[config.mk]
export PLATFORM = sky130hd
export DESIGN_NAME = nvm_ctrl_seq
export DESIGN_NICKNAME = d
export VERILOG_FILES = /design/src/rtl/nvm_pkg.sv /design/src/rtl/nvm_cmd_decode.sv /design/src/rtl/nvm_timer.sv /design/src/rtl/nvm_ctrl_reg.sv /design/src/rtl/nvm_mem_port.sv /design/src/rtl/nvm_ctrl_seq.sv
export SDC_FILE = /design/constraint.sdc
export NUM_CORES = 1
export LEC_CHECK = 0
export BUFFER_PORTS_ARGS = -buffer_cell sky130_fd_sc_hd__buf_2
export CAP_MARGIN = 20
export CORE_MARGIN = 4
export CORE_UTILIZATION = 45
export CTS_CLUSTER_DIAMETER = 80
export CTS_CLUSTER_SIZE = 10
export DETAILED_ROUTE_END_ITERATION = 6
export GPL_TIMING_DRIVEN = 1
export PLACE_DENSITY = 0.77
export SYNTH_ARGS = -nofsm -noshare
export SYNTH_HDL_FRONTEND = slang
export SYNTH_SLANG_ARGS = --single-unit
[constraint.sdc]
create_clock -name clk_i -period 1.8 [get_ports clk_i]
set_input_delay 0.18 -clock clk_i [delete_from_list [all_inputs] [get_ports clk_i]]
set_output_delay 0.18 -clock clk_i [all_outputs]
set_load 0.03 [all_outputs]
[src/rtl/nvm_pkg.sv]
package nvm_pkg;
  localparam int B_RD    = 0;
  localparam int B_WR    = 1;
  localparam int B_WEN   = 2;
  localparam int B_ERR   = 3;
  localparam int B_ERASE = 4;
  localparam int B_SPARE = 5;
  localparam int B_CFG   = 6;
  localparam int B_PROG  = 7;

  typedef enum logic [1:0] {
    SPACE_DATA = 2'b00,
    SPACE_PROG = 2'b01,
    SPACE_CFG  = 2'b10
  } space_e;

  typedef struct packed {
    logic prog;
    logic cfg;
    logic erase_en;
    logic wr_err;
    logic wr_en;
    logic wr_go;
    logic rd_go;
  } ctrl_t;

  function automatic space_e space_of(input logic prog, input logic cfg);
    if (cfg) return SPACE_CFG;
    if (prog) return SPACE_PROG;
    return SPACE_DATA;
  endfunction
endpackage

[src/rtl/nvm_cmd_decode.sv]
module nvm_cmd_decode
  import nvm_pkg::*;
(
  input  logic       we_i,
  input  logic [7:0] wdata_i,
  input  logic       busy_i,
  output logic       fields_we_o,
  output logic       wen_we_o,
  output logic       wr_start_o,
  output logic       rd_start_o,
  output logic       f_prog_o,
  output logic       f_cfg_o,
  output logic       f_erase_o,
  output logic       f_err_o,
  output logic       f_wen_o
);
  logic unused_spare;
  logic idle_we;

  assign unused_spare = wdata_i[B_SPARE];
  assign idle_we      = we_i && !busy_i;

  assign fields_we_o = idle_we;
  assign wen_we_o    = we_i;
  // write needs enable in the same byte
  assign wr_start_o  = idle_we && wdata_i[B_WR] && wdata_i[B_WEN];
  // flash reads blocked; a starting write wins
  assign rd_start_o  = idle_we && wdata_i[B_RD] && !wdata_i[B_PROG] && !wr_start_o;

  assign f_prog_o  = wdata_i[B_PROG];
  assign f_cfg_o   = wdata_i[B_CFG];
  assign f_erase_o = wdata_i[B_ERASE];
  assign f_err_o   = wdata_i[B_ERR];
  assign f_wen_o   = wdata_i[B_WEN];
endmodule

[src/rtl/nvm_timer.sv]
module nvm_timer #(
  parameter int WR_CYCLES = 16
) (
  input  logic clk_i,
  input  logic rst_ni,
  input  logic abort_i,
  input  logic start_i,
  input  logic run_i,
  output logic done_o
);
  localparam int CNT_W = $clog2(WR_CYCLES + 1);
  localparam logic [CNT_W-1:0] LOAD = CNT_W'(WR_CYCLES - 1);

  logic [CNT_W-1:0] cnt_q;

  always_ff @(posedge clk_i or negedge rst_ni) begin
    if (!rst_ni)                     cnt_q <= '0;
    else if (abort_i)                cnt_q <= '0;
    else if (start_i)                cnt_q <= LOAD;
    else if (run_i && cnt_q != '0)   cnt_q <= cnt_q - 1'b1;
  end

  assign done_o = run_i && (cnt_q == '0);
endmodule

[src/rtl/nvm_ctrl_reg.sv]
module nvm_ctrl_reg
  import nvm_pkg::*;
(
  input  logic  clk_i,
  input  logic  rst_ni,
  input  logic  warm_rst_ni,
  input  logic  fields_we_i,
  input  logic  wen_we_i,
  input  logic  wr_start_i,
  input  logic  rd_start_i,
  input  logic  done_i,
  input  logic  f_prog_i,
  input  logic  f_cfg_i,
  input  logic  f_erase_i,
  input  logic  f_err_i,
  input  logic  f_wen_i,
  output ctrl_t ctrl_o
);
  ctrl_t q;

  always_ff @(posedge clk_i or negedge rst_ni) begin
    if (!rst_ni) begin
      q <= '0;
    end else if (!warm_rst_ni) begin
      // selects survive; an abort is recorded
      q.wr_err   <= q.wr_err | q.wr_go;
      q.erase_en <= 1'b0;
      q.wr_en    <= 1'b0;
      q.wr_go    <= 1'b0;
      q.rd_go    <= 1'b0;
    end else begin
      q.rd_go <= rd_start_i;
      if (fields_we_i) begin
        q.prog     <= f_prog_i;
        q.cfg      <= f_cfg_i;
        q.erase_en <= f_erase_i;
        q.wr_err   <= f_err_i;
        q.wr_en    <= f_wen_i;
      end else if (wen_we_i) begin
        q.wr_en <= f_wen_i;
      end
      if (wr_start_i) begin
        q.wr_go <= 1'b1;
      end else if (done_i) begin
        q.wr_go    <= 1'b0;
        q.wr_err   <= 1'b0;
        q.erase_en <= 1'b0;
      end
    end
  end

  assign ctrl_o = q;
endmodule

[src/rtl/nvm_mem_port.sv]
module nvm_mem_port
  import nvm_pkg::*;
#(
  parameter int ADDR_W = 16
) (
  input  logic              clk_i,
  input  logic              rst_ni,
  input  logic              capture_i,
  input  logic [ADDR_W-1:0] addr_i,
  input  logic              prog_i,
  input  logic              cfg_i,
  input  logic              erase_en_i,
  input  logic              wr_go_i,
  input  logic              rd_go_i,
  output logic              mem_rd_o,
  output logic              mem_wr_o,
  output logic              mem_erase_o,
  output logic [1:0]        mem_space_o,
  output logic [ADDR_W-1:0] mem_addr_o
);
  logic [ADDR_W-1:0] addr_q;
  space_e            space;

  always_ff @(posedge clk_i or negedge rst_ni) begin
    if (!rst_ni)        addr_q <= '0;
    else if (capture_i) addr_q <= addr_i;
  end

  assign space       = space_of(prog_i, cfg_i);
  assign mem_space_o = space;
  assign mem_addr_o  = addr_q;
  assign mem_rd_o    = rd_go_i;
  assign mem_wr_o    = wr_go_i && !erase_en_i;
  assign mem_erase_o = wr_go_i && erase_en_i;
endmodule

[src/rtl/nvm_ctrl_seq.sv]
module nvm_ctrl_seq
  import nvm_pkg::*;
#(
  parameter int WR_CYCLES = 16,
  parameter int ADDR_W    = 16
) (
  input  logic              clk_i,
  input  logic              rst_ni,
  input  logic              warm_rst_ni,
  input  logic              reg_we_i,
  input  logic [7:0]        reg_wdata_i,
  output logic [7:0]        reg_rdata_o,
  input  logic [ADDR_W-1:0] addr_i,
  output logic              busy_o,
  output logic              mem_rd_o,
  output logic              mem_wr_o,
  output logic              mem_erase_o,
  output logic [1:0]        mem_space_o,
  output logic [ADDR_W-1:0] mem_addr_o
);
  ctrl_t ctrl;
  logic  fields_we, wen_we, wr_start, rd_start, done;
  logic  f_prog, f_cfg, f_erase, f_err, f_wen;
  logic  accepted;

  nvm_cmd_decode u_dec (
    .we_i        (reg_we_i && warm_rst_ni),
    .wdata_i     (reg_wdata_i),
    .busy_i      (ctrl.wr_go),
    .fields_we_o (fields_we),
    .wen_we_o    (wen_we),
    .wr_start_o  (wr_start),
    .rd_start_o  (rd_start),
    .f_prog_o    (f_prog),
    .f_cfg_o     (f_cfg),
    .f_erase_o   (f_erase),
    .f_err_o     (f_err),
    .f_wen_o     (f_wen)
  );

  nvm_timer #(.WR_CYCLES(WR_CYCLES)) u_tmr (
    .clk_i   (clk_i),
    .rst_ni  (rst_ni),
    .abort_i (!warm_rst_ni),
    .start_i (wr_start),
    .run_i   (ctrl.wr_go),
    .done_o  (done)
  );

  nvm_ctrl_reg u_reg (
    .clk_i       (clk_i),
    .rst_ni      (rst_ni),
    .warm_rst_ni (warm_rst_ni),
    .fields_we_i (fields_we),
    .wen_we_i    (wen_we),
    .wr_start_i  (wr_start),
    .rd_start_i  (rd_start),
    .done_i      (done),
    .f_prog_i    (f_prog),
    .f_cfg_i     (f_cfg),
    .f_erase_i   (f_erase),
    .f_err_i     (f_err),
    .f_wen_i     (f_wen),
    .ctrl_o      (ctrl)
  );

  assign accepted = wr_start || rd_start;

  nvm_mem_port #(.ADDR_W(ADDR_W)) u_mem (
    .clk_i       (clk_i),
    .rst_ni      (rst_ni),
    .capture_i   (accepted),
    .addr_i      (addr_i),
    .prog_i      (ctrl.prog),
    .cfg_i       (ctrl.cfg),
    .erase_en_i  (ctrl.erase_en),
    .wr_go_i     (ctrl.wr_go),
    .rd_go_i     (ctrl.rd_go),
    .mem_rd_o    (mem_rd_o),
    .mem_wr_o    (mem_wr_o),
    .mem_erase_o (mem_erase_o),
    .mem_space_o (mem_space_o),
    .mem_addr_o  (mem_addr_o)
  );

  assign reg_rdata_o = {ctrl.prog, ctrl.cfg, 1'b0, ctrl.erase_en,
                        ctrl.wr_err, ctrl.wr_en, ctrl.wr_go, ctrl.rd_go};
  assign busy_o      = ctrl.wr_go;
endmodule

### After elaboration in Yosys (flattened, before gate mapping)

Index checks and enable logic that the tools add are counted.

* flip-flop bits (word level): 28
* bits of input ports: 28
* output and inout port bits: 30
* logic and storage cells: 51

* $add $sub $neg: 1
* equal/unequal tests: 3
* muxes and demuxes: 18
* bitwise gates (word level): 1
* reduce and logical (&&, ||, !) cells: 19

Operators by type and width (number)
* 5-bit 2-to-1 mux: 4
* 2-bit 2-to-1 mux: 7
* 1-bit logical AND: 11
* 3-bit by 1-bit inequality test with 1-bit output (second input constant): 3
* 1-bit 2-to-1 mux: 7
* 5-bit zero test: 1
* 5-bit nonzero test: 1
* 5-bit by 1-bit subtractor with 5-bit output (second input constant): 1
* 1-bit zero test: 4
* 2-bit AND reduction: 1
* 1-bit logical OR: 1
* 1-bit OR: 1

### Longest topological paths before layout

Gate-level depths: netlist of the first run.

* depth in word-level cells: 7
* depth in mapped cells: 5
* depth with buffers taken out: 5

### By module

Synthesis of the first run repeated with hierarchy kept, for this count alone.

* cells, all modules: 110
* area total of the unflattened synthesis: 1391.3 um2

By module, submodules not included
* nvm_mem_port: times used 1, cells each 39, area an instance 683.2 um2, seq. area each 400.4 um2
* nvm_timer: times used 1, cells each 29, area an instance 300.3 um2, seq. area each 125.1 um2
* nvm_ctrl_reg: times used 1, cells each 26, area an instance 292.8 um2, seq. area each 175.2 um2
* nvm_cmd_decode: times used 1, cells each 10, area an instance 80.1 um2, seq. area each 0.0 um2
* nvm_ctrl_seq: times used 1, cells each 6, area an instance 35.0 um2, seq. area each 0.0 um2

### Least setup slack after synthesis of the first run

No wires, ideal clock.

* path kind: register to register
* start point: register u_reg.q, in the netlist u_reg.ctrl_o[1]
* end point: register u_mem.addr_q[0] (netlist: u_mem.mem_addr_o[0])
* setup time: 0.125 ns
* arrival: 1.594 ns
* required time: 1.675 ns
* setup slack: 0.081 ns
* cell stages (with the launch flop): 5
* buffers on the path: 1
* period minus slack after synthesis: 1.719 ns
* cell sequence: dfrtp_1 -> nand3b_4 -> a21oi_2 -> buf_4 -> mux2_2

* word-level cells in the longest chain between the ends: 7
* elaborated cells between the ends (all ways): 9
* those cells by class: reduce/logical (9)

Ends and longest elaborated chain
* from (decl): RTL line nvm_ctrl_reg.sv:19 `ctrl_t q;`
* 1-bit zero test (*): RTL line nvm_cmd_decode.sv:21 `assign idle_we = we_i && !busy_i;`
* 1-bit logical AND (*): RTL line nvm_cmd_decode.sv:21
* 1-bit logical AND (2 in a row): RTL line nvm_cmd_decode.sv:26 `assign wr_start_o = idle_we && wdata_i[B_WR] && wdata_i[B_WEN];`
* 1-bit zero test: RTL line nvm_cmd_decode.sv:28 `assign rd_start_o = idle_we && wdata_i[B_RD] && !wdata_i[B_PROG] && !wr_start_o;`
* 1-bit logical AND: RTL line nvm_cmd_decode.sv:28
* 1-bit logical OR (*): RTL line nvm_ctrl_seq.sv:67 `assign accepted = wr_start || rd_start;`
* to (signal assigned): RTL line nvm_mem_port.sv:26 `else if (capture_i) addr_q <= addr_i;`
* to (decl): RTL line nvm_mem_port.sv:21 `logic [ADDR_W-1:0] addr_q;`

Mark *: on every way between the ends. The rest lies on a longest branch, timed or not.
A chain may end at the register's enable or synchronous reset.

### Final worst setup path of the first run

* start point: register u_tmr.cnt_q[0]
* end point: register u_reg.q, in the netlist u_reg.ctrl_o[3]

* word-level cells in the longest chain between the ends: 5

Ends and longest elaborated chain
* from (decl): RTL line nvm_timer.sv:14 `logic [CNT_W-1:0] cnt_q;`
* from (signal assigned): RTL line nvm_timer.sv:20 `else if (run_i && cnt_q != '0) cnt_q <= cnt_q - 1'b1;`
* 5-bit zero test: RTL line nvm_timer.sv:23 `assign done_o = run_i && (cnt_q == '0);`
* 1-bit logical AND: RTL line nvm_timer.sv:23
* 2-bit 2-to-1 mux: RTL line nvm_ctrl_reg.sv:44 `end else if (done_i) begin`
* 2-bit 2-to-1 mux: RTL line nvm_ctrl_reg.sv:42 `if (wr_start_i) begin`
* 5-bit 2-to-1 mux: RTL line nvm_ctrl_reg.sv:24 `end else if (!warm_rst_ni) begin`

No other way between the ends.

==> results of run 1 <==
## routing by layer
layer,routed length [µm],up-vias,global-route usage
met2,1440,22,0.252
li1,-,459,-
met3,113,4,0.0335
met5,0,-,0
met4,46,0,0.0515
met1,910,486,0.167
## Yosys cell counts (2+ instances only)
cell and count:
nand2_1 6, inv_1 4, nor4b_1 2, mux2i_1 3, dfrtp_1 28, nor2_1 5, a31oi_1 2, mux2_2 18
or3_1 2, buf_4 8, nand3_1 2
## report_power, final
| group | switching, W | internal, W |
|---|---|---|
| combinational | 0.000347 | 0.000196 |
| sequential | 0.0000555 | 0.000732 |
| clock | 0.000163 | 0.0000783 |
## final timing paths
kind / startpoint / endpoint / slack (ps) / cells after the start
setup / recovery: u_tmr.cnt_q[0] / u_reg.ctrl_o[3] / 120 / 5
hold / removal: addr_i[12] / u_mem.mem_addr_o[12] / 80 / 2
setup reg to reg: u_tmr.cnt_q[0] / u_reg.ctrl_o[3] / 120 / 5
hold reg to reg: u_mem.mem_addr_o[7] / u_mem.mem_addr_o[7] / 520 / 1
max in group asynchronous: rst_ni / u_tmr.cnt_q[1] / 1010 / 2
min in group asynchronous: rst_ni / u_mem.mem_addr_o[13] / 400 / 2
## worst reg2reg max path: cells and delay by family (launching register included)
| kind | cells | cell delay (ps) |
|---|---|---|
| and+or+nand+nor | 1 | 640 |
| buffers and inverters | 1 | 90 |
| adders and majority gates | 1 | 200 |
| DFF | 1 | 410 |
| AOI/OAI and AO/OA | 2 | 240 |
## state kept, by name (all words and copies together), names as in the netlist
signal and count:
u_mem.mem_addr_o 16, u_reg.ctrl_o 7, u_tmr.cnt_q 5
## final cells by class
class | count | share of cell area
inverters | 4 | 0.00952
repair buffers | 58 | 0.190
clock buffers | 3 | 0.0143
well taps | 31 | 0.0246
flip-flops and latches | 28 | 0.444
multi-input cells | 61 | 0.317
## cell families (layout without fill, tap and decap cells)
group / after synthesis / count (layout)
muxes: 21 / 21
DFF: 28 / 28
and+or+nand+nor: 30 / 30
buffers and inverters: 14 / 65
other: 1 / 1
adders and majority gates: 1 / 1
AOI/OAI and AO/OA: 8 / 8
## metrics by stage
stage	instance area, µm²	power, W	util
floorplan	1280	0.00118	-
global placement	1540	0.00133	0.562
detailed placement	1540	0.00135	0.562
CTS	1570	0.00159	0.573
global route	1580	0.00167	0.577
finish	1580	0.00157	0.577
## what timing repair did
action,in CTS,in global routing
setup endpoints to repair,0,1
buffers inserted,0,1
resized for setup,0,1
endpoints found under the hold margin,28,0
hold buffers,1,0
==> results.json, run 1 <==
{
  "worstPathRequired_ps": 2010,
  "async_flop_share": 1.00,
  "synth-compound-area-share": 0.0410,
  "multi_input_area_um2": 500,
  "p_leak_nw": 0.799,
  "grt_max_degree": 29,
  "crit_path_max_incr_delay_ps": 640,
  "synth_seq_cells": 28,
  "synth_top_family_by_area": "multiplexers",
  "diodes": 0,
  "vias_per_cell": 5.25,
  "synth_fp_nets": 132,
  "yosys.area_share.simple": 0.153,
  "synth_xor_area_frac": 0,
  "track_usage": 0.142,
  "antenna_found_initial": 0,
  "dp_hpwl_um": 1960,
  "status": "completed",
  "htreeDepth": 1,
  "setup_tns_ps": 0,
  "synth_enable_flop_cells": 0,
  "irDropWorstVdd_mv": 0.813,
  "final.setup_skew_ps": 3.55,
  "place_congestion": 0.788,
  "cts_sinks": 28,
  "worst_hold_slack_ps": 83.2,
  "worst_slew_pin_slew_ps": 599,
  "synthToLayoutAreaGrowth_pct": 23.0,
  "fin_crit_ps": 1680,
  "core_area_um2": 2730,
  "grt_pass1_vias": 923,
  "relSlewSlack": 0.601,
  "final_cell_mix": "buf_2 (55), dfrtp_1 (28), mux2_2 (18)",
  "fp.dieArea_um2": 3770,
  "clock_path_buffers": 2,
  "fin_crit_sh": 0.934,
  "synth_top_area_cell": "dfrtp_1",
  "io_buffers": 55,
  "finalSetupViolCount": 0,
  "cellPowerDensity_nw_per_um2": 996,
  "drc": 0,
  "netlist_area_um2": 1280,
  "arrival_ps": 1890,
  "die_h_um": 61.4,
  "cp_max_fo": 4,
  "crit_type": "flip-flop to flip-flop",
  "yosysUniqueCellTypes": 34,
  "synthAdderAreaFrac": 0.00976,
  "drt-total-wl_um": 2510,
  "final_cells": 185,
  "nNetsFinal": 185,
  "drt_pass1_iterations": 2,
  "min_path_type": "primary input to flip-flop",
  "num_vias": 971,
  "io_pins": 58,
  "max_cap_viol_count": 0,
  "fp-row-count": 19,
  "drt_iter0_drc": 19,
  "post-place-ws_ps": 108,
  "drv_slew": 0,
  "start_util": 0.469,
  "clk_latency_ps": 310,
  "syn_inst": 103,
  "synth_top_area_frac": 0.546,
  "cp_top_family": "simple AND/OR/NAND/NOR gates",
  "syn-mean-instance-area_um2": 12.5,
  "cts_tree": "done",
  "critical_path.slowest_cell": "or4bb_2",
  "worst_slack_ps": 118,
  "synthMuxAreaShare": 0.181,
  "wl_per_cell_um": 13.6,
  "crit_chain": "inv_1 > ha_2 > or4bb_2 > o22ai_1 > a22oi_1",
  "dp_cells": 180,
  "cts_buffers": 3,
  "register_area_um2": 701,
  "clk_pin_slew_ps": 130,
  "final_common_cell": "buf_2",
  "drive_gt1_frac": 0.558,
  "die_w_um": 61.4,
  "endpoint_kind": "flip-flop",
  "fill_cells": 248,
  "hold_violations": 0,
  "ys.flop_type": "dfrtp_1",
  "startpoint_type": "flip-flop",
  "max_freq_mhz": 595,
  "final_antenna_net_count": 0,
  "yosysWarningCount": 0,
  "cts_root_buffer": "clkbuf_4",
  "grt_overflow_total": 0,
  "synth.area.top_cells": "dfrtp_1 (55%), mux2_2 (16%), buf_4 (4.7%)",
  "grt_pass1_wl_um": 4040,
  "path_buf_inv": 1,
  "ys_seq_area_frac": 0.546
}
(Power assumes the default switching activity.)
==> run 2: changes to the inputs <==
==> constraint.sdc (replaced) <==
create_clock -name clk_i -period 1.8 [get_ports clk_i]
set_input_delay 0.18 -clock clk_i [delete_from_list [all_inputs] [get_ports clk_i]]
set_output_delay 0.18 -clock clk_i [all_outputs]
set_load 0.05 [all_outputs]
==> run 2 against run 1 <==
Combinational power increased by 32%. Hold slack got worse by 18 ps. Wire length up 2.7%. Cell count stayed put. Highest routed layer unchanged. Global-route usage fell by 0.83 points. Sequential share of layout area decreased by 0.68 points. Critical path type unchanged. Worst setup slack worse by 47 ps.
==> results.json, run 2 (synthesized netlist as in run 1, its figures left out) <==
{
  "status": "completed",
  "cts_sinks": 28,
  "drt_pass1_iterations": 4,
  "wl_per_cell_um": 14.0,
  "clock_path_buffers": 2,
  "drt-total-wl_um": 2580,
  "cp_max_fo": 4,
  "track_usage": 0.134,
  "synthToLayoutAreaGrowth_pct": 25.2,
  "p_leak_nw": 0.810,
  "min_path_type": "primary input to flip-flop",
  "die_h_um": 61.4,
  "irDropWorstVdd_mv": 1.01,
  "startpoint_type": "flip-flop",
  "arrival_ps": 1940,
  "fin_crit_ps": 1730,
  "cellPowerDensity_nw_per_um2": 1190,
  "clk_pin_slew_ps": 150,
  "r2r_start": "u_tmr.cnt_q[0]",
  "dp_hpwl_um": 1960,
  "drc": 0,
  "io_pins": 58,
  "max_cap_viol_count": 0,
  "hold_depth": 2,
  "hold_violations": 0,
  "antenna_found_initial": 0,
  "grt_pass1_vias": 868,
  "cts_root_buffer": "clkbuf_4",
  "r2r_cells": 5,
  "grt_overflow_total": 0,
  "grt_pass1_wl_um": 3840,
  "start_util": 0.469,
  "drt_iter0_drc": 15,
  "htreeDepth": 1,
  "cts_buffers": 3,
  "relSlewSlack": 0.599,
  "final_cell_mix": "buf_2 (55), dfrtp_1 (27), mux2_2 (18)",
  "die_w_um": 61.4,
  "grt_max_degree": 29,
  "totalPowerFinal_w": 0.00191,
  "cts_tree": "done",
  "min_from": "addr_i[4]",
  "finish.utilization": 0.587,
  "reg2reg_slack_ps": 70,
  "final_common_cell": "buf_2",
  "drv_slew": 0,
  "hold_end": "u_mem.mem_addr_o[4]",
  "nNetsFinal": 184,
  "worstPathRequired_ps": 2010,
  "postCtsSetupBuffers": 0,
  "final.setup_skew_ps": 14.9,
  "placed_area_um2": 1540,
  "core_area_um2": 2730,
  "num_vias": 960,
  "largest_reg_flops": 16,
  "setup_tns_ps": 0,
  "drive_gt1_frac": 0.565,
  "diodes": 0,
  "fp.dieArea_um2": 3770,
  "io_buffers": 55,
  "max_freq_mhz": 579,
  "clk_latency_ps": 330,
  "r2r-end": "u_reg.ctrl_o[3]",
  "vias_per_cell": 5.19,
  "final_area_um2": 1610,
  "crit_type": "flip-flop to flip-flop",
  "place_congestion": 0.722,
  "endpoint_kind": "flip-flop",
  "fp-row-count": 19,
  "final_antenna_net_count": 0,
  "finalSetupViolCount": 0,
  "worst_slew_pin_slew_ps": 601,
  "fin_crit_sh": 0.960
}
run 2: cell count changes in the layout (fill, tap and decap cells not counted), sizes merged:
cell,delta
buf,-1
bufinv,+1
run 2: worst max path at each step:
stage | startpoint | to | slack (ps)
2_1_floorplan | u_reg.ctrl_o[1] | u_mem.mem_addr_o[0] | 110
3_3_place_gp | u_tmr.cnt_q[0] | u_reg.ctrl_o[3] | 170
3_5_place_dp | u_tmr.cnt_q[0] | u_reg.ctrl_o[3] | 140
4_1_cts | u_tmr.cnt_q[0] | u_reg.ctrl_o[3] | 100
5_1_grt | u_tmr.cnt_q[0] | u_reg.ctrl_o[3] | -10
6_report | u_tmr.cnt_q[0] | u_reg.ctrl_o[3] | 70
run 2: power by group:
part	switching (W)	total [W]	internal (W)	leakage, nW
clock	0.000181	0.000406	0.000225	0.0279
sequential	0.0000544	0.000787	0.000732	0.346
combinational	0.000521	0.000716	0.000195	0.437
total	0.000757	0.00191	0.00115	0.810
run 2: per-layer routing:
layer	track usage	vias to the layer above	routed length, µm
met5	0	-	0
met4	0.0455	0	22
met1	0.165	469	988
met3	0.00839	2	166
li1	-	453	-
met2	0.248	36	1410
run 2: critical path, stage by stage, from the launching register on:
cell and delay, ps:
dfrtp_1 430, inv_1 80, ha_1 200, or4bb_2 650, o22ai_1 140, a22oi_1 100
run 2: per-stage QoR:
step                hold slack (ps)  instances  setup WS (ps)
global route                   52.6        185          -11.9
detailed placement              231        180            137
CTS                            53.9        185           96.4
finish                         65.6        185           71.8
floorplan                      -116        103            108
global placement                221        180            171
run 2: timing repair:
action	in CTS	in global routing
hold buffers	1	0
setup endpoints to repair	0	1
resized for setup	0	1
endpoints found under the hold margin	28	0
run 2: final cells by class:
type / instances / area (µm²)
fillers: 230 / 1130
flip-flops and latches: 28 / 702
multi-input cells: 61 / 504
repair buffers: 57 / 293
well taps: 31 / 38.8
clock inverters: 1 / 30.0
clock buffers: 3 / 22.5
inverters: 4 / 15.0
